[src/rtl/mts_pkg.sv]
package mts_pkg;

  typedef enum logic [3:0] {
    TS_RESET, TS_IDLE,
    TS_SEL_DR, TS_CAP_DR, TS_SHF_DR, TS_EX1_DR, TS_PAU_DR, TS_EX2_DR, TS_UPD_DR,
    TS_SEL_IR, TS_CAP_IR, TS_SHF_IR, TS_EX1_IR, TS_PAU_IR, TS_EX2_IR, TS_UPD_IR
  } tap_st_e;

  typedef enum logic [1:0] {
    SK_NONE   = 2'd0,
    SK_UNIQUE = 2'd1,
    SK_BCAST  = 2'd2,
    SK_MCAST  = 2'd3
  } sel_kind_e;

  function automatic tap_st_e tap_next(input tap_st_e st, input logic tms);
    tap_st_e nx;
    case (st)
      TS_RESET:  nx = tms ? TS_RESET  : TS_IDLE;
      TS_IDLE:   nx = tms ? TS_SEL_DR : TS_IDLE;
      TS_SEL_DR: nx = tms ? TS_SEL_IR : TS_CAP_DR;
      TS_CAP_DR: nx = tms ? TS_EX1_DR : TS_SHF_DR;
      TS_SHF_DR: nx = tms ? TS_EX1_DR : TS_SHF_DR;
      TS_EX1_DR: nx = tms ? TS_UPD_DR : TS_PAU_DR;
      TS_PAU_DR: nx = tms ? TS_EX2_DR : TS_PAU_DR;
      TS_EX2_DR: nx = tms ? TS_UPD_DR : TS_SHF_DR;
      TS_UPD_DR: nx = tms ? TS_SEL_DR : TS_IDLE;
      TS_SEL_IR: nx = tms ? TS_RESET  : TS_CAP_IR;
      TS_CAP_IR: nx = tms ? TS_EX1_IR : TS_SHF_IR;
      TS_SHF_IR: nx = tms ? TS_EX1_IR : TS_SHF_IR;
      TS_EX1_IR: nx = tms ? TS_UPD_IR : TS_PAU_IR;
      TS_PAU_IR: nx = tms ? TS_EX2_IR : TS_PAU_IR;
      TS_EX2_IR: nx = tms ? TS_UPD_IR : TS_SHF_IR;
      TS_UPD_IR: nx = tms ? TS_SEL_DR : TS_IDLE;
      default:   nx = TS_RESET;
    endcase
    return nx;
  endfunction

  function automatic logic is_shift(input tap_st_e st);
    return (st == TS_SHF_IR) || (st == TS_SHF_DR);
  endfunction

endpackage

[src/rtl/mts_tap_fsm.sv]
module mts_tap_fsm
  import mts_pkg::*;
(
  input  logic    tck,
  input  logic    trst_n,
  input  logic    tms,
  output tap_st_e state,
  output logic    upd_ir_ev,
  output logic    tlr_ev
);

  tap_st_e st_q;

  always_ff @(posedge tck or negedge trst_n) begin
    if (!trst_n) st_q <= TS_RESET;
    else         st_q <= tap_next(st_q, tms);
  end

  assign state     = st_q;
  assign upd_ir_ev = (st_q == TS_UPD_IR);
  assign tlr_ev    = (st_q == TS_RESET);

endmodule

[src/rtl/mts_addr_match.sv]
module mts_addr_match
  import mts_pkg::*;
#(
  parameter int ADDR_W = 6,
  parameter int GRP_W  = 2
) (
  input  logic [ADDR_W-1:0] addr,
  input  logic [ADDR_W-1:0] slot,
  input  logic [GRP_W-1:0]  grp,
  output sel_kind_e         kind
);

  localparam int N_GRP = 1 << GRP_W;
  localparam logic [ADDR_W-1:0] BCAST_CODE = {ADDR_W{1'b1}};
  localparam logic [ADDR_W-1:0] MC_BASE    = BCAST_CODE - ADDR_W'(N_GRP);

  function automatic sel_kind_e decode(input logic [ADDR_W-1:0] a,
                                       input logic [ADDR_W-1:0] s,
                                       input logic [GRP_W-1:0]  g);
    if (a == BCAST_CODE)
      return SK_BCAST;
    if (a >= MC_BASE)
      return (a == MC_BASE + ADDR_W'(g)) ? SK_MCAST : SK_NONE;
    if (a == s)
      return SK_UNIQUE;
    return SK_NONE;
  endfunction

  assign kind = decode(addr, slot, grp);

endmodule

[src/rtl/mts_select_fsm.sv]
module mts_select_fsm
  import mts_pkg::*;
(
  input  logic      tck,
  input  logic      trst_n,
  input  logic      upd_ir_ev,
  input  logic      tlr_ev,
  input  sel_kind_e match_kind,
  output sel_kind_e sel
);

  sel_kind_e sel_q;

  always_ff @(posedge tck or negedge trst_n) begin
    if (!trst_n)        sel_q <= SK_NONE;
    else if (tlr_ev)    sel_q <= SK_NONE;
    else if (upd_ir_ev) sel_q <= match_kind;
  end

  assign sel = sel_q;

endmodule

[src/rtl/mts_scan_path.sv]
module mts_scan_path
  import mts_pkg::*;
#(
  parameter int          IR_W       = 8,
  parameter int          ADDR_W     = 6,
  parameter bit          HAS_IDCODE = 1'b1,
  parameter logic [31:0] IDCODE     = 32'h4D2A_6C35
) (
  input  logic              tck,
  input  logic              trst_n,
  input  logic              tdi,
  input  tap_st_e           state,
  input  logic              drive_ok,
  output logic [ADDR_W-1:0] ir_addr,
  output logic              tdo,
  output logic              tdo_oe
);

  localparam int DR_W = HAS_IDCODE ? 32 : 1;
  localparam logic [IR_W-1:0] IR_CAPT = IR_W'(1);

  logic [IR_W-1:0] ir_sh;
  logic [DR_W-1:0] dr_sh;
  logic [DR_W-1:0] dr_capt;
  logic            tdo_q, oe_q;

  generate
    if (HAS_IDCODE) begin : g_idcode
      assign dr_capt = IDCODE[DR_W-1:0];
    end else begin : g_bypass
      assign dr_capt = '0;
    end
  endgenerate

  always_ff @(posedge tck or negedge trst_n) begin
    if (!trst_n) begin
      ir_sh <= IR_CAPT;
      dr_sh <= '0;
    end else begin
      case (state)
        TS_CAP_IR: ir_sh <= IR_CAPT;
        TS_SHF_IR: ir_sh <= {tdi, ir_sh[IR_W-1:1]};
        TS_CAP_DR: dr_sh <= dr_capt;
        TS_SHF_DR: begin
          if (DR_W > 1) dr_sh <= {tdi, dr_sh[DR_W-1:1]};
          else          dr_sh <= DR_W'(tdi);
        end
        default: ;
      endcase
    end
  end

  always_ff @(negedge tck or negedge trst_n) begin
    if (!trst_n) begin
      tdo_q <= 1'b0;
      oe_q  <= 1'b0;
    end else begin
      tdo_q <= (state == TS_SHF_IR) ? ir_sh[0] : dr_sh[0];
      oe_q  <= drive_ok && is_shift(state);
    end
  end

  assign ir_addr = ir_sh[ADDR_W-1:0];
  assign tdo     = tdo_q;
  assign tdo_oe  = oe_q;

endmodule

[src/rtl/mts_top.sv]
module mts_top
  import mts_pkg::*;
#(
  parameter int          ADDR_W     = 6,
  parameter int          GRP_W      = 2,
  parameter int          IR_W       = 8,
  parameter bit          HAS_IDCODE = 1'b1,
  parameter logic [31:0] IDCODE     = 32'h4D2A_6C35
) (
  input  logic              tck,
  input  logic              trst_n,
  input  logic              tms,
  input  logic              tdi,
  input  logic [ADDR_W-1:0] slot_id,
  input  logic [GRP_W-1:0]  mcast_grp,
  output logic              tdo,
  output logic              tdo_oe,
  output logic [1:0]        sel_kind
);

  tap_st_e           tap_state;
  logic              upd_ir_ev;
  logic              tlr_ev;
  logic [ADDR_W-1:0] ir_addr;
  sel_kind_e         match_kind;
  sel_kind_e         sel_q;
  logic              unique_sel;

  mts_tap_fsm u_tap (
    .tck(tck), .trst_n(trst_n), .tms(tms),
    .state(tap_state), .upd_ir_ev(upd_ir_ev), .tlr_ev(tlr_ev)
  );

  mts_addr_match #(.ADDR_W(ADDR_W), .GRP_W(GRP_W)) u_match (
    .addr(ir_addr), .slot(slot_id), .grp(mcast_grp), .kind(match_kind)
  );

  mts_select_fsm u_sel (
    .tck(tck), .trst_n(trst_n), .upd_ir_ev(upd_ir_ev), .tlr_ev(tlr_ev),
    .match_kind(match_kind), .sel(sel_q)
  );

  assign unique_sel = (sel_q == SK_UNIQUE);

  mts_scan_path #(.IR_W(IR_W), .ADDR_W(ADDR_W), .HAS_IDCODE(HAS_IDCODE),
                  .IDCODE(IDCODE)) u_path (
    .tck(tck), .trst_n(trst_n), .tdi(tdi), .state(tap_state),
    .drive_ok(unique_sel), .ir_addr(ir_addr), .tdo(tdo), .tdo_oe(tdo_oe)
  );

  assign sel_kind = sel_q;

endmodule

[config.mk]
export PLATFORM = sky130hd
export DESIGN_NAME = mts_top
export DESIGN_NICKNAME = d
export VERILOG_FILES = /design/src/rtl/mts_pkg.sv /design/src/rtl/mts_tap_fsm.sv /design/src/rtl/mts_addr_match.sv /design/src/rtl/mts_select_fsm.sv /design/src/rtl/mts_scan_path.sv /design/src/rtl/mts_top.sv
export SDC_FILE = /design/constraint.sdc
export NUM_CORES = 1
export LEC_CHECK = 0
export BUFFER_PORTS_ARGS = -buffer_cell sky130_fd_sc_hd__buf_2
export CAP_MARGIN = 20
export CELL_PAD_IN_SITES_DETAIL_PLACEMENT = 0
export CELL_PAD_IN_SITES_GLOBAL_PLACEMENT = 1
export CORE_AREA = 8 8 76 78
export DETAILED_ROUTE_END_ITERATION = 12
export DIE_AREA = 0 0 84 86
export GPL_TIMING_DRIVEN = 0
export PLACE_DENSITY = 0.77
export SYNTH_ARGS = -nofsm -noshare
export SYNTH_HDL_FRONTEND = slang
export SYNTH_SLANG_ARGS = --single-unit
[constraint.sdc]
create_clock -name tck -period 2.2 [get_ports tck]
set_input_delay 0.11 -clock tck [delete_from_list [all_inputs] [get_ports tck]]
set_output_delay 0.11 -clock tck [all_outputs]
set_load 0.005 [all_outputs]
==> impl_metrics.ini <==
[power_and_ir_drop]
p_per_area_nw_per_um2 = 1355
p_leak_uw = 0.001128
total_power_uw = 3421
vdd_drop_max_mv = 0.7007

[final_layout]
drive_above_1_share = 0.2783
antenna_cells = 0
filler_cell_count = 407
instances_no_fill = 266
nets = 224
fin_util = 0.5491
area_delta_synth_final_pct = 21.93

[job]
cap_viol_max_count = 0

[cts]
cts_inserted_buffers = 5
cts_tree = done
clk_pin_slew_ns = 0.09
clock_latency_ns = 0.30
ctsLongestPathBuffers = 2
root_buffer = clkbuf_8
clock-sinks = 48
h-tree-depth = 2

[synthesis]
yosysTopAreaCell = dfrtp_1
syn-cell-area_um2 = 2071
synth_edf_count = 0
synthFlopType = dfrtp_1
synthTopCellsByCount = dfrtp_1 (45), a22o_1 (25), o22a_1 (16), nor2_1 (8)
yosysSeqAreaShare = 0.5807
syn_area_per_cell_um2 = 11.90
yosysWarnings = 0
synth.most_common_cell = dfrtp_1
yosysTopAreaCellShare = 0.5438
async_reset_ff_frac = 1.000
syn_nets = 187
synth_cell_types = 38
netlist_instances = 174
yosys_register_bits = 48
synth_area_leaders = dfrtp_1 (54%), a22o_1 (11%), o22a_1 (6.8%), xnor2_1 (3.0%), dfrtn_1 (2.4%)

[grt]
grt_usage = 0.1304
grt_pass1_vias = 1639
antenna_found_initial = 0
grt_pass1_wl_um = 7700
grt_max_degree = 49
grt_overflow = 0

[sta]
max_slew_margin = 0.6719
rsz0062_at_grt = true
setup_violations = 2
final_hold_viol_count = 0
worst_pin_slew_ns = 0.4921
fin_tns_setup_ns = -0.1072
slew_viol_final = 0
fin_ws_ns = -0.08228
finalClockSkew_ns = 0.01175

[status]
violations = setup timing
status = finished, violations left

[floorplan]
dieArea_um2 = 7224
die_w_um = 84
core_um2 = 4598
initial_core_util = 0.4503
rows = 25
pin_count = 16
die_h_um = 86

[drt]
vias_per_cell = 5.635
drc = 0
drtIter0Drc = 70
vias = 1499
avgRoutedWirePerCell_um = 16.56
wl_um = 4405
ant_nets = 0
dr.pass1.iters = 4

[setup_path]
critical_path_required_ns = 1.25
crit_type = reg -> reg
reg2regPathDepth = 3
worstPathMaxFanout = 4
arrival_ns = 1.33
critPathCaptureType = register
startpoint_type = register

[place]
dp_hpwl_um = 2798
port_buffers = 14
place_inst = 242
routabilityCongestion = 0.7799

[worst_hold_path]
min_path_cells = 2
hp-class = in -> reg
[worst paths after layout]
| path | start | to | slack [ns] |
|---|---|---|---|
| setup / recovery | u_tap.state[2] | u_path.tdo | -0.08 |
| hold reg to reg | u_path.dr_sh[10] | u_path.dr_sh[10] | 0.49 |
| hold / removal | tdi | u_path.dr_sh[31] | 0.09 |
| setup reg to reg | u_tap.state[2] | u_path.tdo | -0.08 |
| min in group asynchronous | trst_n | u_path.dr_sh[10] | 0.28 |
| max in group asynchronous | trst_n | u_path.tdo_oe | 0.41 |
[where the power goes]
group          switching [µW]  internal, µW
combinational             658           771
clock                     295           222
sequential                233          1240
total                    1190          2240
[layer usage]
layer	GRT usage	vias to the layer above	share of wire
li1	-	714	-
met1	0.1582	756	0.46
met2	0.2189	23	0.50
met3	0.02654	6	0.024
met4	0.05651	0	0.014
met5	0	-	0
[sequential cells by signal (all words and copies together), names as in the netlist]
name           cells
u_tap.state        4
u_sel.sel          2
u_path.dr_sh      32
u_path.tdo_oe      1
u_path.tdo         1
u_path.ir_sh       8
[kinds of logic (layout without fill, tap and decap cells)]
logic type / after synthesis / count (layout) / share of synthesized area
flip-flops: 48 / 48 / 0.5807
adder cells (fa/ha/maj): 1 / 1 / 0.006041
multiplexers: 1 / 1 / 0.005438
AND/OR/NAND/NOR: 33 / 33 / 0.07917
AO/OA/AOI/OAI: 61 / 61 / 0.2375
XOR/XNOR: 10 / 10 / 0.04230
buffers and inverters: 20 / 58 / 0.04894
[worst max-delay path: stages (launching register included)]
cell,delay [ns]
dfrtp_1,0.45
clkbuf_16,0.18
nor2_4,0.11
mux2_4,0.30
[cell usage in the layout (no fill, tap or decap), types with 4 or more instances in the layout]
| master | synthesis | final |
|---|---|---|
| dfrtp_1 | 45 | 43 |
| a22o_1 | 25 | 25 |
| o22a_1 | 16 | 16 |
| buf_4 | 2 | 15 |
| buf_2 | 3 | 14 |
| nand2_1 | 7 | 7 |
| nor2_1 | 8 | 7 |
| xnor2_1 | 7 | 7 |
| clkbuf_1 | 7 | 6 |
| buf_6 | 2 | 6 |
| inv_1 | 5 | 5 |
| o21ai_0 | 5 | 5 |
| nand3_1 | 6 | 5 |
| clkbuf_8 | 0 | 5 |
| a21oi_1 | 4 | 4 |
[per-stage QoR]
step | hold slack, ns | worst slack [ns] | instance area, µm²
4_1_cts | 0.02798 | -0.1276 | 2495
3_3_place_gp | 0.3253 | -0.2657 | 2270
5_1_grt | 0.09104 | -0.1282 | 2525
2_1_floorplan | -0.1856 | -0.1633 | 2132
6_report | 0.08752 | -0.08228 | 2525
3_5_place_dp | 0.3538 | -0.2919 | 2270
[area by class of cell]
class	count	area (µm²)	area share
buffer	11	88.84	0.03518
clock buffer	5	68.82	0.02725
clock inverter	3	18.77	0.007433
inverter	6	22.52	0.008920
multi-input combinational	106	814.5	0.3226
sequential	48	1205	0.4772
tap	54	67.56	0.02676
timing repair buffer	33	239.0	0.09465
[repair_timing]
action / in CTS / in global routing
resized for setup: 9 / 0
buffers inserted: 14 / 3
endpoints found under the setup margin: 2 / 2
gates cloned: 0 / 0
hold buffers: 0 / 1
endpoints found under the hold margin: 0 / 16
pin swaps: 5 / 4
Note: power is estimated with default switching activity, not from simulation.
